`src/rtl/exc_pkg.sv`:
```
package exc_pkg;

  localparam int IDX_W = 4;

  typedef enum logic [1:0] {
    C_RST,
    C_XIRQ,
    C_IIRQ,
    C_SOFT
  } cause_e;

  typedef struct packed {
    logic             latchRet;
    logic             useNext;
    logic             capVec;
    logic             push;
    logic [IDX_W-1:0] pushIdx;
    logic             rstDec;
    logic             setI;
    logic             setX;
    logic             fetch;
    logic [1:0]       fetchIdx;
    logic             rtiLoad;
  } dpStb_t;

endpackage

```
`src/rtl/exc_ctrl.sv`:
```
module exc_ctrl
  import exc_pkg::*;
#(
  parameter int NREG = 3
) (
  input  logic   clk,
  input  logic   rst_n,
  input  logic   xIrq,
  input  logic   iIrq,
  input  logic   swiStrobe,
  input  logic   trapStrobe,
  input  logic   rtiStrobe,
  input  logic   xMask,
  input  logic   iMask,
  output dpStb_t stb,
  output logic   vecFetch,
  output logic   resume
);

  localparam logic [IDX_W-1:0] LAST_PUSH  = IDX_W'(NREG);
  localparam logic [IDX_W-1:0] LAST_FETCH = IDX_W'(2);

  typedef enum logic [2:0] {
    S_START,
    S_IDLE,
    S_VEC,
    S_RMASK,
    S_PUSH,
    S_IMASK,
    S_FETCH,
    S_DONE
  } st_e;

  st_e              state, nxt;
  cause_e           cause, nxtCause;
  logic [IDX_W-1:0] cnt, nxtCnt;
  logic             takeX, takeI, takeS, anyEvt;

  // fixed priority: X, then I, then software / trap
  assign takeX  = xIrq && !xMask;
  assign takeI  = iIrq && !iMask && !takeX;
  assign takeS  = (swiStrobe || trapStrobe) && !takeX && !takeI;
  assign anyEvt = takeX || takeI || takeS;

  always_comb begin
    nxt      = state;
    nxtCause = cause;
    nxtCnt   = cnt;
    stb      = '0;
    vecFetch = 1'b0;
    resume   = 1'b0;
    case (state)
      S_START: begin
        nxt      = S_VEC;
        nxtCause = C_RST;
      end
      S_IDLE: begin
        if (anyEvt) begin
          nxt          = S_VEC;
          nxtCause     = takeX ? C_XIRQ : (takeI ? C_IIRQ : C_SOFT);
          stb.latchRet = 1'b1;
          stb.useNext  = takeS;
        end else begin
          stb.rtiLoad = rtiStrobe;
        end
      end
      S_VEC: begin
        vecFetch = 1'b1;
        nxtCnt   = '0;
        nxt      = (cause == C_RST) ? S_RMASK : S_PUSH;
      end
      S_RMASK: begin
        stb.capVec = 1'b1;
        stb.rstDec = 1'b1;
        stb.setI   = 1'b1;
        stb.setX   = 1'b1;
        nxtCnt     = '0;
        nxt        = S_FETCH;
      end
      S_PUSH: begin
        stb.capVec  = (cnt == '0);
        stb.push    = 1'b1;
        stb.pushIdx = cnt;
        if (cnt == LAST_PUSH) begin
          nxt = S_IMASK;
        end else begin
          nxtCnt = cnt + 1'b1;
        end
      end
      S_IMASK: begin
        stb.setI = 1'b1;
        stb.setX = (cause == C_XIRQ);
        nxtCnt   = '0;
        nxt      = S_FETCH;
      end
      S_FETCH: begin
        stb.fetch    = 1'b1;
        stb.fetchIdx = cnt[1:0];
        if (cnt == LAST_FETCH) begin
          nxt = S_DONE;
        end else begin
          nxtCnt = cnt + 1'b1;
        end
      end
      S_DONE: begin
        resume = 1'b1;
        nxt    = S_IDLE;
      end
      default: nxt = S_IDLE;
    endcase
  end

  always_ff @(posedge clk or negedge rst_n) begin
    if (!rst_n) begin
      state <= S_START;
      cause <= C_RST;
      cnt   <= '0;
    end else begin
      state <= nxt;
      cause <= nxtCause;
      cnt   <= nxtCnt;
    end
  end

  // the reset path never writes the stack
  a_r4_reset_no_push: assert property (@(posedge clk) disable iff (!rst_n)
    (cause == C_RST && state != S_IDLE) |-> !stb.push);

  // no event is accepted while a sequence is running
  a_r10_busy_no_take: assert property (@(posedge clk) disable iff (!rst_n)
    (state != S_IDLE) |-> !stb.latchRet);

endmodule

```
`src/rtl/exc_dpath.sv`:
```
module exc_dpath
  import exc_pkg::*;
#(
  parameter int          NREG    = 3,
  parameter logic [15:0] SP_INIT = 16'h2000
) (
  input  logic                 clk,
  input  logic                 rst_n,
  input  dpStb_t               stb,
  input  logic [15:0]          curPc,
  input  logic [15:0]          nextPc,
  input  logic [NREG*16-1:0]   regWords,
  input  logic [15:0]          vecData,
  input  logic                 rtiX,
  input  logic                 rtiI,
  output logic [15:0]          sp,
  output logic                 xMask,
  output logic                 iMask,
  output logic                 wrReq,
  output logic [15:0]          wrAddr,
  output logic [15:0]          wrData,
  output logic                 fetchReq,
  output logic [15:0]          fetchAddr
);

  localparam int NWORDS = NREG + 1;

  logic [15:0] retReg, vecReg, spDown;
  logic [15:0] pushWords [NWORDS];

  assign pushWords[0] = retReg;
  for (genvar k = 0; k < NREG; k++) begin : g_words
    assign pushWords[k+1] = regWords[k*16 +: 16];
  end

  assign spDown = sp - 16'd2;

  always_comb begin
    wrData = '0;
    for (int k = 0; k < NWORDS; k++) begin
      if (stb.pushIdx == IDX_W'(k)) wrData = pushWords[k];
    end
  end

  assign wrReq     = stb.push;
  assign wrAddr    = spDown;
  assign fetchReq  = stb.fetch;
  assign fetchAddr = vecReg + {13'd0, stb.fetchIdx, 1'b0};

  always_ff @(posedge clk or negedge rst_n) begin
    if (!rst_n) begin
      sp     <= SP_INIT;
      xMask  <= 1'b1;
      iMask  <= 1'b1;
      retReg <= '0;
      vecReg <= '0;
    end else begin
      if (stb.latchRet) retReg <= stb.useNext ? nextPc : curPc;
      if (stb.capVec) vecReg <= vecData;
      if (stb.push || stb.rstDec) sp <= spDown;
      if (stb.rtiLoad) begin
        xMask <= rtiX;
        iMask <= rtiI;
      end
      if (stb.setI) iMask <= 1'b1;
      if (stb.setX) xMask <= 1'b1;
    end
  end

  // every stack write moves the stack pointer down one word
  a_r5_push_step: assert property (@(posedge clk) disable iff (!rst_n)
    stb.push |=> (sp == $past(sp) - 16'd2));

endmodule

```
`src/rtl/exc_entry_seq.sv`:
```
module exc_entry_seq
  import exc_pkg::*;
#(
  parameter int          NREG    = 3,
  parameter logic [15:0] SP_INIT = 16'h2000
) (
  input  logic               clk,
  input  logic               rst_n,
  input  logic               xIrq,
  input  logic               iIrq,
  input  logic               swiStrobe,
  input  logic               trapStrobe,
  input  logic [15:0]        curPc,
  input  logic [15:0]        nextPc,
  input  logic [NREG*16-1:0] regWords,
  input  logic [15:0]        vecData,
  input  logic               rtiStrobe,
  input  logic               rtiX,
  input  logic               rtiI,
  output logic               vecFetch,
  output logic               wrReq,
  output logic [15:0]        wrAddr,
  output logic [15:0]        wrData,
  output logic               fetchReq,
  output logic [15:0]        fetchAddr,
  output logic               resume,
  output logic               xMask,
  output logic               iMask,
  output logic [15:0]        sp
);

  dpStb_t stb;

  exc_ctrl #(.NREG(NREG)) u_ctrl (
    .clk        (clk),
    .rst_n      (rst_n),
    .xIrq       (xIrq),
    .iIrq       (iIrq),
    .swiStrobe  (swiStrobe),
    .trapStrobe (trapStrobe),
    .rtiStrobe  (rtiStrobe),
    .xMask      (xMask),
    .iMask      (iMask),
    .stb        (stb),
    .vecFetch   (vecFetch),
    .resume     (resume)
  );

  exc_dpath #(.NREG(NREG), .SP_INIT(SP_INIT)) u_dpath (
    .clk       (clk),
    .rst_n     (rst_n),
    .stb       (stb),
    .curPc     (curPc),
    .nextPc    (nextPc),
    .regWords  (regWords),
    .vecData   (vecData),
    .rtiX      (rtiX),
    .rtiI      (rtiI),
    .sp        (sp),
    .xMask     (xMask),
    .iMask     (iMask),
    .wrReq     (wrReq),
    .wrAddr    (wrAddr),
    .wrData    (wrData),
    .fetchReq  (fetchReq),
    .fetchAddr (fetchAddr)
  );

  // the vector fetch lasts exactly one cycle
  a_r2_single_vec: assert property (@(posedge clk) disable iff (!rst_n)
    vecFetch |=> !vecFetch);

  // no program fetch right after the vector fetch
  a_r3_no_early_fetch: assert property (@(posedge clk) disable iff (!rst_n)
    vecFetch |=> !fetchReq);

  // execution resumes only with maskable requests blocked
  a_r7_resume_masked: assert property (@(posedge clk) disable iff (!rst_n)
    resume |-> iMask);

endmodule

```
`config.mk`:
```
export PLATFORM = sky130hd
export DESIGN_NAME = exc_entry_seq
export DESIGN_NICKNAME = d
export VERILOG_FILES = /design/src/rtl/exc_pkg.sv /design/src/rtl/exc_ctrl.sv /design/src/rtl/exc_dpath.sv /design/src/rtl/exc_entry_seq.sv
export SDC_FILE = /design/constraint.sdc
export NUM_CORES = 1
export LEC_CHECK = 0
export BUFFER_PORTS_ARGS = -buffer_cell sky130_fd_sc_hd__buf_2
export CORE_MARGIN = 4
export CORE_UTILIZATION = 48
export DETAILED_ROUTE_END_ITERATION = 8
export PLACE_DENSITY = 0.85
export SYNTH_ARGS = -nofsm -noshare
export SYNTH_HDL_FRONTEND = slang
export SYNTH_HIERARCHICAL = 1
export SYNTH_SLANG_ARGS = --single-unit
```
`constraint.sdc`:
```
create_clock -name clk -period 3.75 [get_ports clk]
set_input_delay 0.75 -clock clk [delete_from_list [all_inputs] [get_ports clk]]
set_output_delay 0.75 -clock clk [all_outputs]
set_load 0.005 [all_outputs]
```
==> impl_metrics.py <==
metrics = {
    "sta": {
        "fin_tns_setup_ns": 0,
        "fin_hold_ws_ns": 0.5036,
        "worst_pin_slew_ns": 0.7976,
        "finalCritPeriodShare": 0.9144,
        "maxSlewViolCount": 0,
        "fin_crit_ns": 3.429,
        "slew_headroom": 0.4683,
        "rsz0062_at_grt": "no",
        "fin_skew_ns": 0.01133,
        "hold_violations": 0,
        "setup_viol": 0,
        "fmax_ghz": 0.2916,
    },
    "worst_setup_path": {
        "critPathSlowestCell": "fa_1",
        "cp_top_family": "simple AND/OR/NAND/NOR gates",
        "worstPathRequired_ns": 3.00,
        "reg2reg_to": "u_dpath/sp[14]",
        "regToRegStartpoint": "u_ctrl/state[1]",
        "cp-start-kind": "flop",
        "crit_cells": 8,
        "reg2reg_depth": 8,
        "worst-path-buf-inv": 2,
        "cp_max_fo": 13,
        "crit_chain": "nand2_1, nor3_1, inv_1, fa_1, nor4_2, nand4_1, xnor2_1, buf_2",
        "max_stage_delay_ns": 0.51,
        "cp_data_arrival_time_ns": 2.68,
        "criticalPathCategory": "flop to output pin",
        "end_kind": "output pin",
        "ff2ff_setup_slack_ns": 1.61,
    },
    "finish": {
        "n_antenna_cell": 0,
        "layout.nets": 664,
        "drive_gt1_frac": 0.4668,
        "area_growth_pct": 27.88,
    },
    "run_status": {
        "status": "complete, no violations",
    },
    "cts": {
        "clk_pin_slew_worst_paths_ns": 0.07,
        "clkSinkCount": 58,
        "cts_tree": "yes",
        "clockBufferDepth": 2,
        "ctsRootBufferMaster": "clkbuf_8",
        "cts_inserted_buffers": 9,
        "clock_latency_ns": 0.33,
        "cts-htree-levels": 3,
    },
    "floorplanning": {
        "die_h_um": 98.86,
        "core_um2": 7888,
        "rows": 32,
        "die_w_um": 98.86,
        "ios": 175,
        "initial_utilization": 0.5024,
        "dieArea_um2": 9773,
    },
    "grt": {
        "grt_pass1_wl_mm": 17.43,
        "grt_usage": 0.2179,
        "antenna_found_initial": 0,
        "grt_pass1_vias": 3657,
        "grt_overflow_total": 0,
        "grt_max_degree": 37,
    },
    "power": {
        "p_comb_frac": 0.539,
        "netSwitchingPower_mw": 1.484,
        "powerDensity_nw_per_um2": 736.0,
        "p_leak_nw": 2.241,
        "power.total_mw": 3.730,
        "p_int_mw": 2.246,
        "peakVddDrop_uv": 407.2,
        "p_sw_frac": 0.3978,
        "pwr-share-seq": 0.309,
        "p_clk_frac": 0.152,
    },
    "detailed_routing": {
        "wl_mm": 10.49,
        "avgRoutedWirePerCell_um": 15.91,
        "drt_pass1_iterations": 6,
        "detail-route-antenna-nets": 0,
        "routed-via-count": 3471,
        "drt-initial-drc-count": 245,
        "vias_per_cell": 5.267,
        "drc": 0,
    },
    "worst_hold_path": {
        "hold_class": "primary input to asynchronous set/reset pin",
    },
    "place": {
        "io_buffer_count": 172,
        "gp_congestion": 0.8750,
        "hpwlAfterDp_mm": 8.227,
    },
    "logic_synthesis": {
        "synth_cells": 386,
        "yosysWarningCount": 6,
        "synth-seq-cells": 58,
        "yosys_most_used_dff": "dfrtp_1",
        "synth_async_sr_flop_share": 1.000,
        "yosysUniqueCellTypes": 59,
        "synth-seq-area-share": 0.3672,
        "synth_edf_count": 0,
        "syn-cell-area_um2": 3963,
        "avgSynthCellArea_um2": 10.27,
    },
    "job": {
        "cap_violations": 0,
    },
}
power groups by stage:
stage               logic, mW  clock network (mW)  registers, mW
global placement         1.96                   0           1.14
global route             2.25               0.620           1.19
detailed placement       2.03                   0           1.16
floorplan                1.40                   0           1.10
CTS                      2.04               0.586           1.15
finish                   2.01               0.568           1.15
through the flow:
| stage | util | area [um^2] | setup slack, ns | instances |
|---|---|---|---|---|
| 4_1_cts | 0.6423 | 5066 | 0.1486 | 659 |
| 3_5_place_dp | 0.6177 | 4872 | 0.5250 | 643 |
| 6_report | 0.6424 | 5067 | 0.3209 | 659 |
| 3_3_place_gp | 0.6177 | 4872 | 0.6343 | 643 |
| 5_1_grt | 0.6424 | 5067 | 0.02945 | 659 |
| 2_1_floorplan | - | 3966 | 0.6545 | 387 |
worst max-delay path by stage:
stage                                to            start  slack, ns
final                     fetchAddr[15]  u_ctrl/state[2]       0.32
after global routing      fetchAddr[11]  u_ctrl/state[2]       0.03
after CTS                 fetchAddr[15]  u_ctrl/state[2]       0.15
after detailed placement  fetchAddr[15]  u_ctrl/state[2]       0.52
after global placement    fetchAddr[15]  u_ctrl/state[2]       0.63
after floorplan           fetchAddr[15]  u_ctrl/state[0]       0.65
layer usage:
layer,GRT usage,up-vias,share of wire
met5,0,-,0
met4,0.09034,0,0.019
met3,0.06299,18,0.082
met2,0.3559,140,0.50
met1,0.2701,1650,0.40
li1,-,1663,-
worst register-to-register path, cell delays in order (launching register included):
cell and delay (ns):
dfrtp_1 0.36, buf_4 0.21, nor2b_1 0.40, and2_1 0.20, or2_0 0.12, buf_4 0.23
nand4_2 0.18, nor4_2 0.21, xor2_1 0.17
cells in the mapped netlist, types with 3 or more instances:
cell type | instances | area share
dfrtp_1 | 55 | 0.35
nor2_1 | 39 | 0.037
nand2_1 | 30 | 0.028
xnor2_1 | 29 | 0.064
nor2b_1 | 22 | 0.035
a21oi_1 | 20 | 0.025
mux2i_1 | 18 | 0.045
mux4_2 | 16 | 0.091
inv_1 | 15 | 0.014
mux2_2 | 15 | 0.043
xor2_1 | 12 | 0.027
buf_2 | 9 | 0.011
nor3_1 | 7 | 0.0088
buf_4 | 6 | 0.011
clkbuf_1 | 6 | 0.0057
ha_1 | 6 | 0.019
nand3_1 | 6 | 0.0076
o21ai_0 | 5 | 0.0063
and3_1 | 4 | 0.0063
buf_6 | 4 | 0.011
nand4_2 | 4 | 0.013
nor4_1 | 4 | 0.0063
a211o_1 | 3 | 0.0066
and2_1 | 3 | 0.0047
dfstp_2 | 3 | 0.020
nand4_1 | 3 | 0.0047
nor4_2 | 3 | 0.0095
sequential cells by signal, indices dropped and copies added, names as in the netlist:
name / cells
u_dpath/retReg: 16
u_dpath/vecReg: 16
u_dpath/sp: 15
u_ctrl/cnt: 4
u_ctrl/state: 3
u_ctrl/cause: 2
u_dpath/iMask: 1
u_dpath/xMask: 1
cells in the final DEF (no fill, tap or decap), drive strengths merged, types with 2 or more instances in the layout:
cell	instances
a211o	3
a21o	2
a21oi	20
a22o	2
a22oi	2
a31oi	3
and2	5
and3	5
buf	180
clkbuf	9
clkinv	2
clkinvlp	4
conb	2
dfrtp	55
dfstp	3
ha	6
inv	15
mux2	15
mux2i	18
mux4	16
nand2	30
nand2b	3
nand3	8
nand4	7
nor2	40
nor2b	22
nor3	9
nor3b	2
nor4	8
o21ai	5
or2	3
xnor2	29
xor2	12
cell families after synthesis:
| group | after synthesis | synth area share |
|---|---|---|
| and+or+nand+nor | 144 | 0.2062 |
| DFF | 58 | 0.3672 |
| muxes | 49 | 0.1790 |
| AOI/OAI and AO/OA | 45 | 0.07673 |
| xor gates and xnor gates | 41 | 0.09062 |
| buffers and inverters | 41 | 0.05525 |
| adders and majority gates | 7 | 0.02400 |
| other | 1 | 0.0009464 |
what timing repair did:
item / 4_1_cts / 5_1_grt
hold buffers: 0 / 0
gates resized for setup: 0 / 1
buffers inserted: 0 / 0
setup endpoints to repair: 0 / 3
cell type report:
type	instances	area [um^2]
Inverter	15	56.30
Timing Repair Buffer	180	920.9
Sequential cell	58	1456
Multi-Input combinational cell	288	2312
Clock inverter	7	70.07
Clock buffer	9	123.9
Tap cell	102	127.6
Fill cell	644	2820
Note: power is estimated with default switching activity, not from simulation.
